### src/rtl/isu_pkg.sv
package isu_pkg;
  localparam int N_SRC      = 12;
  localparam int RSN_W      = 13;
  localparam int SRC_RXFULL = 2;
  localparam int SRC_TXEMPT = 4;
  localparam int SRC_ABORT  = 6;

  localparam logic [N_SRC-1:0] LEVEL_SRC =
    N_SRC'((1 << SRC_RXFULL) | (1 << SRC_TXEMPT));
  localparam logic [RSN_W-1:0] RSN_VALID = 13'h1EBF;

  localparam int A_RAW      = 0;
  localparam int A_MASKED   = 1;
  localparam int A_MASK     = 2;
  localparam int A_REASON   = 3;
  localparam int A_CLR_ALL  = 4;
  localparam int A_CLR_BASE = 16;
endpackage

### src/rtl/isu_src_bank.sv
module isu_src_bank
  import isu_pkg::*;
#(
  parameter int           N   = N_SRC,
  parameter logic [N-1:0] LVL = LEVEL_SRC
) (
  input  logic         clk,
  input  logic         rst,
  input  logic [N-1:0] set_i,
  input  logic [N-1:0] lvl_i,
  input  logic [N-1:0] clr_i,
  output logic [N-1:0] raw_nxt_o,
  output logic [N-1:0] raw_o
);
  logic [N-1:0] raw_q;

  for (genvar k = 0; k < N; k++) begin : g_bit
    if (LVL[k]) begin : g_level
      assign raw_nxt_o[k] = lvl_i[k];


      lvl_hi_chk: assert property (@(posedge clk) disable iff (rst)
        lvl_i[k] |=> raw_q[k]);

      lvl_lo_chk: assert property (@(posedge clk) disable iff (rst)
        !lvl_i[k] |=> !raw_q[k]);
    end else begin : g_sticky
      assign raw_nxt_o[k] = (raw_q[k] & ~clr_i[k]) | set_i[k];


      set_wins_chk: assert property (@(posedge clk) disable iff (rst)
        set_i[k] |=> raw_q[k]);

      clr_takes_chk: assert property (@(posedge clk) disable iff (rst)
        clr_i[k] && !set_i[k] |=> !raw_q[k]);

      sticky_hold_chk: assert property (@(posedge clk) disable iff (rst)
        raw_q[k] && !clr_i[k] |=> raw_q[k]);
    end
  end

  always_ff @(posedge clk) begin
    if (rst) raw_q <= '0;
    else     raw_q <= raw_nxt_o;
  end

  assign raw_o = raw_q;

  logic unused_bank;
  assign unused_bank = ^{set_i & LVL, lvl_i & ~LVL, clr_i & LVL};
endmodule

### src/rtl/isu_reason.sv
module isu_reason
  import isu_pkg::*;
#(
  parameter int           W     = RSN_W,
  parameter logic [W-1:0] VALID = RSN_VALID
) (
  input  logic         clk,
  input  logic         rst,
  input  logic [W-1:0] abt_i,
  input  logic         clr_i,
  output logic [W-1:0] rsn_o
);
  logic [W-1:0] rsn_q;

  always_ff @(posedge clk) begin
    if (rst) rsn_q <= '0;
    else     rsn_q <= (clr_i ? '0 : rsn_q) | (abt_i & VALID);
  end

  assign rsn_o = rsn_q;


  rsn_clr_chk: assert property (@(posedge clk) disable iff (rst)
    clr_i |=> rsn_q == ($past(abt_i) & VALID));

  rsn_keep_chk: assert property (@(posedge clk) disable iff (rst)
    !clr_i |=> (rsn_q & $past(rsn_q)) == $past(rsn_q));

  logic unused_rsn;
  assign unused_rsn = ^(abt_i & ~VALID);
endmodule

### src/rtl/isu_regs.sv
module isu_regs
  import isu_pkg::*;
#(
  parameter int           N   = N_SRC,
  parameter int           AW  = 6,
  parameter int           DW  = 32,
  parameter logic [N-1:0] LVL = LEVEL_SRC
) (
  input  logic             clk,
  input  logic             rst,
  input  logic             rd_i,
  input  logic             wr_i,
  input  logic [AW-1:0]    addr_i,
  input  logic [DW-1:0]    wdata_i,
  input  logic [N-1:0]     raw_i,
  input  logic [RSN_W-1:0] rsn_i,
  output logic [N-1:0]     mask_o,
  output logic [N-1:0]     mask_nxt_o,
  output logic [N-1:0]     clr_o,
  output logic             clr_rsn_o,
  output logic [DW-1:0]    rdata_o
);
  logic [N-1:0]  mask_q;
  logic [DW-1:0] rdata_q;
  logic [DW-1:0] rd_mux;
  logic          clr_all;
  logic          mask_wr;

  assign mask_wr    = wr_i && (addr_i == AW'(A_MASK));
  assign mask_nxt_o = mask_wr ? wdata_i[N-1:0] : mask_q;
  assign clr_all    = rd_i && (addr_i == AW'(A_CLR_ALL));

  for (genvar k = 0; k < N; k++) begin : g_clr
    if (LVL[k]) begin : g_none
      assign clr_o[k] = 1'b0;
    end else begin : g_dec
      assign clr_o[k] = clr_all || (rd_i && (addr_i == AW'(A_CLR_BASE + k)));
    end
  end

  assign clr_rsn_o = clr_o[SRC_ABORT];

  always_comb begin
    case (addr_i)
      AW'(A_RAW):    rd_mux = DW'(raw_i);
      AW'(A_MASKED): rd_mux = DW'(raw_i & mask_q);
      AW'(A_MASK):   rd_mux = DW'(mask_q);
      AW'(A_REASON): rd_mux = DW'(rsn_i);
      default:       rd_mux = '0;
    endcase
  end

  always_ff @(posedge clk) begin
    if (rst) begin
      mask_q  <= '0;
      rdata_q <= '0;
    end else begin
      mask_q  <= mask_nxt_o;
      rdata_q <= rd_i ? rd_mux : '0;
    end
  end

  assign mask_o  = mask_q;
  assign rdata_o = rdata_q;


  mask_keep_chk: assert property (@(posedge clk) disable iff (rst)
    !(wr_i && addr_i == AW'(A_MASK)) |=> $stable(mask_q));

  clr_read_zero_chk: assert property (@(posedge clk) disable iff (rst)
    rd_i && addr_i == AW'(A_CLR_ALL) |=> rdata_q == '0);

  idle_zero_chk: assert property (@(posedge clk) disable iff (rst)
    !rd_i |=> rdata_q == '0);

  logic unused_wd;
  assign unused_wd = ^wdata_i[DW-1:N];
endmodule

### src/rtl/irq_status_unit.sv
module irq_status_unit
  import isu_pkg::*;
#(
  parameter int ADDR_W = 6,
  parameter int DATA_W = 32
) (
  input  logic              clk,
  input  logic              rst,
  input  logic [N_SRC-1:0]  src_evt_i,
  input  logic              rx_full_i,
  input  logic              tx_empty_i,
  input  logic [RSN_W-1:0]  abort_evt_i,
  input  logic              rd_en_i,
  input  logic              wr_en_i,
  input  logic [ADDR_W-1:0] addr_i,
  input  logic [DATA_W-1:0] wdata_i,
  output logic [DATA_W-1:0] rdata_o,
  output logic              irq_o
);
  logic [N_SRC-1:0] lvl_vec;
  logic [N_SRC-1:0] raw_q, raw_nxt;
  logic [N_SRC-1:0] mask_q, mask_nxt;
  logic [N_SRC-1:0] clr_vec;
  logic             clr_rsn;
  logic [RSN_W-1:0] rsn_q;
  logic             irq_q;

  always_comb begin
    lvl_vec             = '0;
    lvl_vec[SRC_RXFULL] = rx_full_i;
    lvl_vec[SRC_TXEMPT] = tx_empty_i;
  end

  isu_src_bank #(.N(N_SRC), .LVL(LEVEL_SRC)) u_bank (
    .clk       (clk),
    .rst       (rst),
    .set_i     (src_evt_i),
    .lvl_i     (lvl_vec),
    .clr_i     (clr_vec),
    .raw_nxt_o (raw_nxt),
    .raw_o     (raw_q)
  );

  isu_reason #(.W(RSN_W), .VALID(RSN_VALID)) u_reason (
    .clk   (clk),
    .rst   (rst),
    .abt_i (abort_evt_i),
    .clr_i (clr_rsn),
    .rsn_o (rsn_q)
  );

  isu_regs #(.N(N_SRC), .AW(ADDR_W), .DW(DATA_W), .LVL(LEVEL_SRC)) u_regs (
    .clk        (clk),
    .rst        (rst),
    .rd_i       (rd_en_i),
    .wr_i       (wr_en_i),
    .addr_i     (addr_i),
    .wdata_i    (wdata_i),
    .raw_i      (raw_q),
    .rsn_i      (rsn_q),
    .mask_o     (mask_q),
    .mask_nxt_o (mask_nxt),
    .clr_o      (clr_vec),
    .clr_rsn_o  (clr_rsn),
    .rdata_o    (rdata_o)
  );

  always_ff @(posedge clk) begin
    if (rst) irq_q <= 1'b0;
    else     irq_q <= |(raw_nxt & mask_nxt);
  end

  assign irq_o = irq_q;


  irq_track_chk: assert property (@(posedge clk) disable iff (rst)
    irq_o == |(raw_q & mask_q));

  irq_mask_zero_chk: assert property (@(posedge clk) disable iff (rst)
    mask_q == '0 |-> !irq_o);
endmodule

### config.mk
export PLATFORM = sky130hd
export DESIGN_NAME = irq_status_unit
export DESIGN_NICKNAME = d
export VERILOG_FILES = /design/src/rtl/isu_pkg.sv /design/src/rtl/isu_src_bank.sv /design/src/rtl/isu_reason.sv /design/src/rtl/isu_regs.sv /design/src/rtl/irq_status_unit.sv
export SDC_FILE = /design/constraint.sdc
export NUM_CORES = 1
export LEC_CHECK = 0
export ABC_AREA = 1
export BUFFER_PORTS_ARGS = -buffer_cell sky130_fd_sc_hd__buf_2
export CELL_PAD_IN_SITES_DETAIL_PLACEMENT = 0
export CELL_PAD_IN_SITES_GLOBAL_PLACEMENT = 1
export CORE_ASPECT_RATIO = 1.25
export CORE_UTILIZATION = 34
export DETAILED_ROUTE_END_ITERATION = 10
export PLACE_DENSITY_LB_ADDON = 0.1
export SYNTH_ARGS = -nofsm -noshare
export SYNTH_HDL_FRONTEND = slang
export SYNTH_HIERARCHICAL = 1
export SYNTH_SLANG_ARGS = --single-unit
### constraint.sdc
create_clock -name clk -period 1.8 [get_ports clk]
set_input_delay 0.18 -clock clk [delete_from_list [all_inputs] [get_ports clk]]
set_output_delay 0.18 -clock clk [all_outputs]
set_load 0.02 [all_outputs]
=== Word-level counts from Yosys, hierarchy flattened ===
Index checks and enable logic that the tools add are counted.

* Word-level logic and storage cells: 81
* ROM bits: 0
* RAM bits: 0
* Register bits after elaboration: 70
* Latch bits: 0
* Bits of input ports: 69
* Memories: 0
* Output and inout bits: 33

* Mux-type cells: 3
* Shifts and indexed selects: 0
* $add $sub $neg: 0
* Bitwise operators: 34
* Magnitude comparators: 0
* Div/mod/pow operators: 0
* Reductions and logical operators: 25
* $mul: 0
* Equality and inequality tests: 14

{| class="wikitable"
|+ Operators with widths
! operator !! count
|-
| one-hot mux 32 bit (4 select lines) || 1
|-
| == test 6 x 5 -> 1 bit, second input constant || 10
|-
| AND 12 bit || 2
|-
| two-way mux 13 bit || 1
|-
| bitwise OR 13 bit || 1
|-
| == test 6 x 2 -> 1 bit, second input constant || 2
|-
| logical AND 1 bit || 12
|-
| two-way mux 12 bit || 1
|-
| OR reduction 12 bit || 1
|-
| inverter 1 bit || 11
|-
| AND 1 bit || 10
|-
| logical OR 1 bit || 10
|-
| bitwise OR 1 bit || 10
|-
| == test 6 x 1 -> 1 bit, second input constant || 1
|-
| == test 6 x 3 -> 1 bit, second input constant || 1
|-
| logical NOT 6 bit || 1
|-
| OR reduction 2 bit || 1
|}

=== Depth between registers and ports, before layout ===
Gate-level depths: netlist (run 1).

* Depth after elaboration: 8
* Gate-level depth with buffers: 15
* Mapped depth without buffers: 13

=== By module ===
The synthesis (run 1) kept the hierarchy.

{| class="wikitable"
|+ By module, submodules not included
! module !! cells an instance !! seq. area each (µm²) !! area each (µm²) !! times used
|-
| isu_regs || 316 || 500.5 || 1,883.1 || 1
|-
| isu_src_bank || 69 || 240.2 || 516.7 || 1
|-
| isu_reason || 50 || 220.2 || 402.9 || 1
|-
| irq_status_unit || 27 || 20.0 || 121.4 || 1
|}

=== Least setup slack after synthesis (run 1) ===
OpenSTA, ideal clock, no wires.

* Kind: in2reg
* Start: input port addr_i[4]
* End: register irq_q (netlist: irq_o)
* Arrival time: 1,508 ps
* Library setup time: 109 ps
* Slack: 183 ps
* Stages: 15
* Buffers on the path: 3
* Data required time: 1,691 ps
* Path through: nor2_2 > buf_2 > buf_6 > nand4_4 > nand2_1 > buf_4 > inv_1 > nand2_1 > nand2_1 > nand2_1 > nand2_1 > nor2_2 > nand3_1 > nand2_1 > inv_1

* Word-level cells in the longest chain between the ends: 8
* Elaborated cells between the ends (all ways): 67
* Those cells by class: eq/ne: 12; mux: 1; bitwise: 31; reduce/logical: 23

{| class="wikitable"
|+ Ends and longest elaborated chain
! what !! RTL line !! text
|-
| start: declaration || irq_status_unit.sv:15 || <nowiki>input logic [ADDR_W-1:0] addr_i,</nowiki>
|-
| == test 6 x 3 -> 1 bit / == test 6 x 5 -> 1 bit (equally long branches) || isu_regs.sv:31, isu_regs.sv:37 ||
|-
| logical AND 1 bit (on tied branches) || isu_regs.sv:31, isu_regs.sv:37 ||
|-
| logical OR 1 bit (*) || isu_regs.sv:37 || <nowiki>assign clr_o[k] = clr_all || (rd_i && (addr_i == AW'(A_CLR_BASE + k)));</nowiki>
|-
| net clr_rsn || irq_status_unit.sv:24 || <nowiki>logic clr_rsn;</nowiki>
|-
| inverter 1 bit (*) || isu_src_bank.sv:28 || <nowiki>assign raw_nxt_o[k] = (raw_q[k] & ~clr_i[k]) | set_i[k];</nowiki>
|-
| AND 1 bit (*) || isu_src_bank.sv:28 ||
|-
| bitwise OR 1 bit (*) || isu_src_bank.sv:28 ||
|-
| net raw_nxt[6] || irq_status_unit.sv:21 || <nowiki>logic [N_SRC-1:0] raw_q, raw_nxt;</nowiki>
|-
| AND 12 bit (*) || irq_status_unit.sv:70 || <nowiki>else irq_q <= |(raw_nxt & mask_nxt);</nowiki>
|-
| OR reduction 12 bit (*) || irq_status_unit.sv:70 ||
|-
| end signal: assignment || irq_status_unit.sv:70 ||
|-
| end: declaration || irq_status_unit.sv:26 || <nowiki>logic irq_q;</nowiki>
|}

The timed path passes the listed nets; every way through them passes the cells marked *.
A chain may end at the register's enable or synchronous reset.

=== Worst setup path after layout (run 1) ===
* Start: input port addr_i[1]
* End: register irq_q (netlist: irq_o)

The elaborated chain is that of the path after synthesis.

==> results by group, run 1 <==
Placement
  • PortBufs: 58
  • Post-DP HPWL: 5.064 mm
  • Placer Congestion: 0.7709

Critical path
  • CP endpoint kind: flip-flop
  • Slowest stage cell on the critical path: nor2_1
  • Most used cell, CP: nand2_1
  • WP data arrival: 1510 ps
  • Crit-path leading delay family: simple AND/OR/NAND/NOR gates
  • CP Max Fanout: 10
  • CP Launch Type: input port
  • R2R setup slack: 730 ps
  • Worst path bufs/invs: 3
  • CP cell instances: buf_2, nor2_1, nand4_4, nand2_1, inv_1, nand2_1, nand2_1, nand2_1, nand2_1, nor2_2, nand3_1, nand2_1, inv_1
  • CP max stage delay: 260 ps
  • Crit Path Class: input port to flip-flop
  • CP required: 2010 ps

Global routing
  • Initial antenna violation count: 0
  • GR Util All Layers: 0.1591
  • Number of global-route vias before repair: 2425
  • Largest net degree at the start of global routing: 37
  • Total grt overflow: 0
  • Global-route wire length before repair: 11.39 mm

Worst hold path
  • Worst min path class: input port to flip-flop

Floorplan
  • Starting density of the core: 0.3526
  • # IOs: 102
  • Die Y: around 110 um
  • Die area: 8921 sq um
  • Die width: 84.68 um
  • CORE AREA: 8240 sq um
  • # rows: 37

STA
  • Post-route setup TNS: 0 ps
  • Period Utilization, post-route: 0.7241
  • Setup Viol. Count Final: 0
  • FMAX: ~770 MHz
  • Worst Hold Slack: between 90 and 100 ps
  • Final Critical Period: 1303 ps
  • Clock skew: 10.91 ps
  • Max-slew violation count: 0
  • Final hold vios: 0
  • RSZ-0062 raised after global routing: false

Finish
  • Layout cells sized above 1: 0.1969
  • NumNets Final: slightly below 600
  • # diodes: 0
  • Layout area overhead: 13.91%
  • Final core area utilization: 0.4016

Pwr
  • Static Leakage: approximately 2.0 nW
  • Total power: 2.087 mW
  • Worst vdd ir: 0.2321 mV
  • Power per cell area: 630.5 nW/um^2

Clock tree
  • Clk_lat worst skew: 300 ps
  • CTS Hold Bufs: 0
  • CTS tree: done
  • Worst-case clock buffer depth: 2
  • Clock-pin transition on the worst setup and hold timing paths: roughly 90 ps
  • Post_cts resized: 0
  • CTS Sinks: 49
  • Clk root buf: clkbuf_8
  • Post-CTS Setup Bufs: 0
  • Total CTS buffers: 5
  • CTS H-tree depth: 2

Route
  • Drt pass-1 iters: 6
  • Avg WL per Cell: about 11 um
  • Post-route ant nets: 0
  • Vias: 2682
  • WL final: 6.706 mm
  • Starting DRC count in detailed routing: 186
  • Drt drc: 0
  • Vias per cell: 4.361

Yosys
  • Synth Warn #: 6
  • Mean post-synth cell area: ~6.3 sq um
  • Cells after Synth: 459
  • Mapped Area: 2905 sq um

Flow run
  • Max-cap violations: 0

Status
  • Outcome: complete, no violations
-- final timing paths --
kind / to / depth (start not counted) / start
worst min-delay path: u_bank/raw_o[2]$_SDFF_PP0_ / 3 / rx_full_i
worst max-delay path: irq_o$_SDFF_PP0_ / 13 / addr_i[1]
worst max register to register: irq_o$_SDFF_PP0_ / 10 / u_regs/mask_o[2]$_SDFF_PP0_
worst min register to register: u_reason/rsn_o[11]$_SDFF_PP0_ / 2 / u_reason/rsn_o[11]$_SDFF_PP0_
-- through the flow --
stage                     instance area, sq um  cells  setup WS (ps)
after floorplan                           2977    478          183.0
after global placement                    3229    607          156.2
after detailed placement                  3229    607          155.9
after CTS                                 3309    615          482.7
after global routing                      3309    615          326.9
final                                     3309    615          496.7
-- routing by layer --
metal	up-vias	routed length, um	global-route usage	share of wire
met1	1135	3377	0.2171	0.50
met2	71	2954	0.2578	0.44
met3	5	313	0.02506	0.047
met4	0	61	0.04722	0.0091
met5	-	0	0	0
li1	1471	-	-	-
-- placed cells by master, fill, tap and decap left out --
master    count
buf_4        18
conb_1       21
nand4_4       1
clkbuf_8      5
buf_12        1
a21oi_1      12
nor2_4        1
clkbuf_1      3
inv_1        89
nor3_2        1
nor2_2        5
nand4_1      48
nand2_1     138
nor2_1       45
nand2_2       1
buf_2        58
a21oi_2       9
dfxtp_1      49
nand3_1      11
inv_2         2
-- flip-flops by register name, indices dropped and copies added (netlist names) --
signal and flops:
irq_o 1, u_bank/raw_o 12, u_reason/rsn_o 11, u_regs/mask_o 12, u_regs/rdata_o 13
-- worst register-to-register path, cell delays in order (launching register included) --
cell     delay (ps)
dfxtp_1         350
inv_1            60
nand2_1          50
nand2_1          80
inv_1            40
nand2_1          50
nand2_1          60
nor2_1          110
nand3_1          80
nand2_1          60
inv_1            30
-- cell type report --
cell class,instances,area [sq um]
sequential,49,980.9
fill,948,4931
inverter,91,341.6
tap,97,121.4
multi-input combinational,293,1340
timing repair buffer,77,445.4
clock buffer,8,80.08
-- where the power goes --
part / switching [mW] / total [mW] / internal, mW / leakage [nW]
clock: 0.349 / 0.626 / 0.277 / 0.0395
sequential: 0.0258 / 1.15 / 1.12 / 0.402
combinational: 0.205 / 0.311 / 0.106 / 1.56
No activity file was read; power rests on OpenSTA's default activity.
==> inputs of run 2 (changes only) <==
--- a/config.mk
+++ b/config.mk
@@ -10,7 +10,7 @@
 export CELL_PAD_IN_SITES_DETAIL_PLACEMENT = 0
 export CELL_PAD_IN_SITES_GLOBAL_PLACEMENT = 1
 export CORE_ASPECT_RATIO = 1.25
-export CORE_UTILIZATION = 34
+export CORE_UTILIZATION = 31
 export DETAILED_ROUTE_END_ITERATION = 10
 export PLACE_DENSITY_LB_ADDON = 0.1
 export SYNTH_ARGS = -nofsm -noshare
==> constraint.sdc (replaced) <==
create_clock -name clk -period 1.1 [get_ports clk]
set_input_delay 0.11 -clock clk [delete_from_list [all_inputs] [get_ports clk]]
set_output_delay 0.11 -clock clk [all_outputs]
set_load 0.02 [all_outputs]
==> results by group, run 2 (synthesis results as in run 1) <==
Clock tree
  • Worst-case clock buffer depth: 2
  • CTS Hold Bufs: 0
  • Clock-pin transition on the worst setup and hold timing paths: 70 ps
  • CTS Sinks: between 40 and 50
  • Clk root buf: clkbuf_16
  • CTS tree: done
  • Clk_lat worst skew: about 300 ps
  • Total CTS buffers: 5
  • CTS H-tree depth: 2

Pwr
  • Power per cell area: 1081 nW/um^2
  • Clock power share: 0.380
  • Logic pwr share: 0.148
  • Sequential share of power: 0.472
  • Switch Pwr: 1.079 mW
  • Int Pwr: between 2 and 3 mW
  • Static Leakage: approximately 2.2 nW
  • Worst vdd ir: 0.5856 mV
  • Sw frac: 0.2702

Route
  • Vias: between 2000 and 3000
  • Drt drc: 0
  • Avg WL per Cell: 11.15 um
  • Vias per cell: ~4.2
  • Starting DRC count in detailed routing: approximately 120
  • WL final: 7.439 mm
  • Drt pass-1 iters: 4
  • Post-route ant nets: 0

Flow run
  • Max-cap violations: 0

Finish
  • Most frequent cells in the layout: nand2_1, inv_1, buf_2
  • # diodes: 0
  • NumNets Final: a little over 600
  • Leading cell type in the layout, fill and taps excluded: nand2_1
  • Largest register FFs: 13
  • Final non-filler cell total: 667
  • Final core area utilization: 0.4048
  • Layout cells sized above 1: 0.2610
  • Design Area, Final: between 3000 and 4000 sq um
  • Layout area overhead: 27.13%

Floorplan
  • CORE AREA: 9125 sq um
  • Die Y: 110.2 um
  • # rows: 39
  • Die area: 9766 sq um
  • Starting density of the core: 0.3184
  • # IOs: 102
  • Die width: between 80 and 90 um

STA
  • Clock skew: 7.413 ps
  • Post-route setup TNS: -85.77 ps
  • Final hold vios: 0
  • FMAX: between 800 and 900 MHz
  • RSZ-0062 raised after global routing: true
  • Period Utilization, post-route: 1.078
  • Final Critical Period: 1186 ps
  • Max-slew violation count: 0
  • Setup Viol. Count Final: 1
  • Setup WS post-layout: -85.77 ps

Critical path
  • Most used cell, CP: nand2_1
  • CP max stage delay: 190 ps
  • Slowest stage cell on the critical path: nand4_4
  • CP required: 1300 ps
  • CP Launch Type: input port
  • CP cell instances: buf_2, nor2_4, buf_4, nand4_4, nand2_1, inv_1, nand2_1, nand2_1, nand2_1, nand2_1, nor2_1, nand3_1, nand2_1, inv_1
  • CP endpoint kind: flip-flop
  • Crit Path Class: input port to flip-flop
  • WP data arrival: 1390 ps
  • CP Max Fanout: 10

Worst hold path
  • Worst min path class: input port to flip-flop

Placement
  • PortBufs: 58
  • Post-DP HPWL: ~5.7 mm
  • Placed cell count: 657
  • DP Area: 3482 sq um
  • Placer Congestion: 0.8042

Global routing
  • GR Util All Layers: 0.1666
  • Initial antenna violation count: 0
  • Global-route wire length before repair: 12.36 mm
  • Total grt overflow: 0
  • Number of global-route vias before repair: between 2000 and 3000
  • Largest net degree at the start of global routing: 48

Status
  • Failing checks: negative setup slack
  • Outcome: complete, but fails checks
==> run 2: cell count changes in the layout (fill, tap and decap cells not counted), moves of 2 or more <==
cell / change
buf_4: +21
nand2_1: -8
nand2_2: +8
clkbuf_16: +5
clkbuf_8: -5
buf_6: +4
nor2_1: -3
buf_12: +2
buf_2: -2
clkbuf_1: -2
clkinvlp_4: +2
nor2_4: +2
==> run 2: worst paths after layout <==
kind	to	depth (start not counted)	slack, ps	from
setup / recovery	irq_o$_SDFF_PP0_	14	-90	addr_i[5]
hold / removal	u_bank/raw_o[2]$_SDFF_PP0_	3	40	rx_full_i
setup reg to reg	irq_o$_SDFF_PP0_	10	70	u_regs/mask_o[1]$_SDFF_PP0_
hold reg to reg	u_reason/rsn_o[5]$_SDFF_PP0_	2	470	u_reason/rsn_o[5]$_SDFF_PP0_
==> run 2: metal layers <==
metal  GRT usage  up-vias  wire (um)
met5           0        -          0
met4     0.05530        0        145
met3     0.03053       11        273
met2      0.2736       66       3387
met1      0.2186     1218       3633
li1            -     1527          -
==> run 2: what timing repair did <==
| action | CTS | global route |
|---|---|---|
| setup endpoints to repair | 1 | 19 |
| cloned | 1 | 0 |
| endpoints found under the hold margin | 0 | 0 |
| resized for setup | 12 | 7 |
| pin swaps | 2 | 0 |
| buffers inserted | 1 | 0 |
==> run 2: per-stage QoR <==
step | hold WS, ps | setup WS [ps] | total power [mW]
after global placement | 351.6 | -467.0 | 2.494
after detailed placement | 353.1 | -455.6 | 2.497
after floorplan | 179.1 | -310.9 | 2.314
after CTS | 42.45 | -92.76 | 4.050
after global routing | 46.37 | -226.1 | 4.203
final | 41.69 | -85.77 | 3.994
==> run 2: power by group through the flow <==
stage,clock network [mW],logic (mW),registers [mW]
floorplan,0,0.399,1.92
global placement,0,0.569,1.93
detailed placement,0,0.573,1.92
CTS,1.57,0.592,1.88
global route,1.65,0.663,1.89
finish,1.52,0.592,1.88
==> run 2: worst max-delay path: cells and delay by family <==
kind,cells,cell delay [ps]
buf+inv,4,340
simple gates,10,940
==> run 2: layout make-up <==
cell class	count	area, sq um
Clock buffer	6	128.9
Clock inverter	2	15.01
Fill cell	1014	5431
Inverter	91	344.1
Multi-Input combinational cell	293	1378
Sequential cell	49	980.9
Tap cell	123	153.9
Timing Repair Buffer	103	693.2
==> inputs of run 3 (changes only) <==
--- a/config.mk
+++ b/config.mk
@@ -12,6 +12,7 @@
 export CORE_ASPECT_RATIO = 1.25
 export CORE_UTILIZATION = 31
 export DETAILED_ROUTE_END_ITERATION = 10
+export GPL_TIMING_DRIVEN = 0
 export PLACE_DENSITY_LB_ADDON = 0.1
 export SYNTH_ARGS = -nofsm -noshare
 export SYNTH_HDL_FRONTEND = slang
==> constraint.sdc (replaced) <==
create_clock -name clk -period 1.07 [get_ports clk]
set_input_delay 0.107 -clock clk [delete_from_list [all_inputs] [get_ports clk]]
set_output_delay 0.107 -clock clk [all_outputs]
set_load 0.02 [all_outputs]
==> results by group, run 3 (synthesis results as in run 1) <==
Floorplan
  • Die area: 9766 sq um
  • CORE AREA: slightly above 9000 sq um
  • # IOs: 102
  • Die Y: 110.2 um
  • # rows: 39
  • Die width: ~90 um
  • Starting density of the core: 0.3184

Global routing
  • Initial antenna violation count: 0
  • Total grt overflow: 0
  • Met2 Usage GRT: 0.3154
  • Largest net degree at the start of global routing: 14
  • Global-route wire length before repair: 12.54 mm
  • GR Util All Layers: 0.1704
  • Number of global-route vias before repair: 2694
  • Grt met1 use: 0.1941
  • GRT busiest layer: met2
  • GR Util met3: 0.02829

Route
  • Vias: 2837
  • Post-route ant nets: 0
  • Drt drc: 0
  • Drt pass-1 iters: 4
  • Starting DRC count in detailed routing: 107
  • Vias per cell: approximately 4.2
  • Avg WL per Cell: 11.62 um
  • WL final: ~8 mm

Clock tree
  • CTS tree: done
  • CTS Hold Bufs: 0
  • Clk root buf: clkbuf_16
  • CTS Sinks: 49
  • Clk_lat worst skew: 290 ps
  • Clock-pin transition on the worst setup and hold timing paths: 60 ps
  • Total CTS buffers: 5
  • CTS H-tree depth: 2
  • Worst-case clock buffer depth: 2

STA
  • Setup WS post-layout: -197.7 ps
  • Final Critical Period: 1268 ps
  • RSZ-0062 raised after global routing: true
  • Period Utilization, post-route: 1.185
  • Final hold vios: 0
  • Clock skew: 8.016 ps
  • FMAX: 788.8 MHz
  • Post-route setup TNS: -197.7 ps
  • Setup Viol. Count Final: 1
  • Max-slew violation count: 0

Critical path
  • R2r endpoint: irq_o$_SDFF_PP0_
  • CP cell instances: buf_8, nor2_4, nand2_2, nor3_4, buf_6, nand2_2, nand2_2, inv_1, nand2_1, nand2_1, nor2_1, nand3_1, nand2_1, inv_1
  • Critical Path Sink: irq_o$_SDFF_PP0_
  • Slowest stage cell on the critical path: nor3_4
  • CP max stage delay: 240 ps
  • Crit Path Class: input port to flip-flop
  • CP endpoint kind: flip-flop
  • Crit path from: addr_i[4]
  • CP Max Fanout: 5
  • Worst Reg2Reg Path Length in Cells: 10
  • CP required: roughly 1300 ps
  • CP Launch Type: input port
  • R2R setup slack: 0 ps
  • WP data arrival: 1460 ps
  • RR Startpoint: u_regs/mask_o[0]$_SDFF_PP0_

Finish
  • Layout area overhead: 33.85%
  • Design Area, Final: approximately 3900 sq um
  • NumNets Final: 625
  • Largest register FFs: 13
  • # diodes: 0
  • Most frequent cells in the layout: nand2_1, inv_1, buf_2
  • Final core area utilization: 0.4262
  • Layout cells sized above 1: 0.2914
  • Leading cell type in the layout, fill and taps excluded: nand2_1

Pwr
  • Worst vdd ir: around 0.60 mV
  • Static Leakage: 2.284 nW
  • Power per cell area: 1076 nW/um^2

Status
  • Outcome: complete, but fails checks
  • Failing checks: negative setup slack

Worst hold path
  • Worst min path class: input port to flip-flop

Placement
  • PortBufs: 58
  • Placer Congestion: ~0.78
  • Post-DP HPWL: 6.015 mm
  • DP Area: between 3000 and 4000 sq um

Flow run
  • Max-cap violations: 0
## run 3: changes by cell type in the layout (fill, tap and decap cells not counted), sizes merged
cell      previous run  this run
buf                103       110
clkinvlp             2         0
bufbuf               0         1
nand4               49        50
clkbuf               6        11
## run 3: worst max-delay path, delay by kind of cell
family | cells | cell delay, ps
buffers and inverters | 4 | 360
and+or+nand+nor | 10 | 980
## run 3: area by class of cell
| cell class | instances | area [sq um] |
|---|---|---|
| repair buffers | 71 | 459.2 |
| flip-flops and latches | 49 | 980.9 |
| inverters | 91 | 344.1 |
| well taps | 123 | 153.9 |
| multi-input cells | 294 | 1458 |
| plain buffers | 44 | 350.3 |
| fillers | 1049 | 5236 |
| clock buffers | 7 | 142.6 |
## run 3: power by group
part	leakage (nW)	internal [mW]	switching, mW	total [mW]
Combinational	1.81	0.297	0.405	0.701
Clock	0.0700	0.918	0.627	1.54
Sequential	0.402	1.89	0.0465	1.94
## run 3: what timing repair did
item	CTS	global route
gates cloned	2	1
setup buffers	6	5
gates resized for setup	18	36
pin swaps	4	19
setup endpoints to repair	15	11
## run 3: stage by stage
stage                     power [mW]  std cells  worst slack (ps)  hold WS (ps)
final                          4.186        679            -197.7         40.14
after global routing           4.408        679            -340.4         56.12
after CTS                      4.196        673            -238.2         39.05
after detailed placement       2.574        659            -826.8         340.3
after global placement         2.570        659            -820.8         335.5
after floorplan                2.379        478            -337.9         176.1
## run 3: worst min path at each step
| stage | end | slack (ps) | start | cells after the start |
|---|---|---|---|---|
| floorplan | u_bank/raw_o[11]$_SDFF_PP0_ | 180 | rst | 1 |
| global placement | u_bank/raw_o[2]$_SDFF_PP0_ | 340 | rx_full_i | 3 |
| detailed placement | u_bank/raw_o[2]$_SDFF_PP0_ | 340 | rx_full_i | 3 |
| CTS | u_bank/raw_o[2]$_SDFF_PP0_ | 40 | rx_full_i | 3 |
| global route | u_reason/rsn_o[4]$_SDFF_PP0_ | 60 | abort_evt_i[4] | 3 |
| finish | u_bank/raw_o[2]$_SDFF_PP0_ | 40 | rx_full_i | 3 |
## run 3: routing by layer
metal  routed length, um  part of all wire  vias up
li1                    -                 -     1552
met1                3526              0.45     1205
met2                3980              0.50       71
met3                 259             0.033        9
met4                 123             0.016        0
met5                   0                 0        -
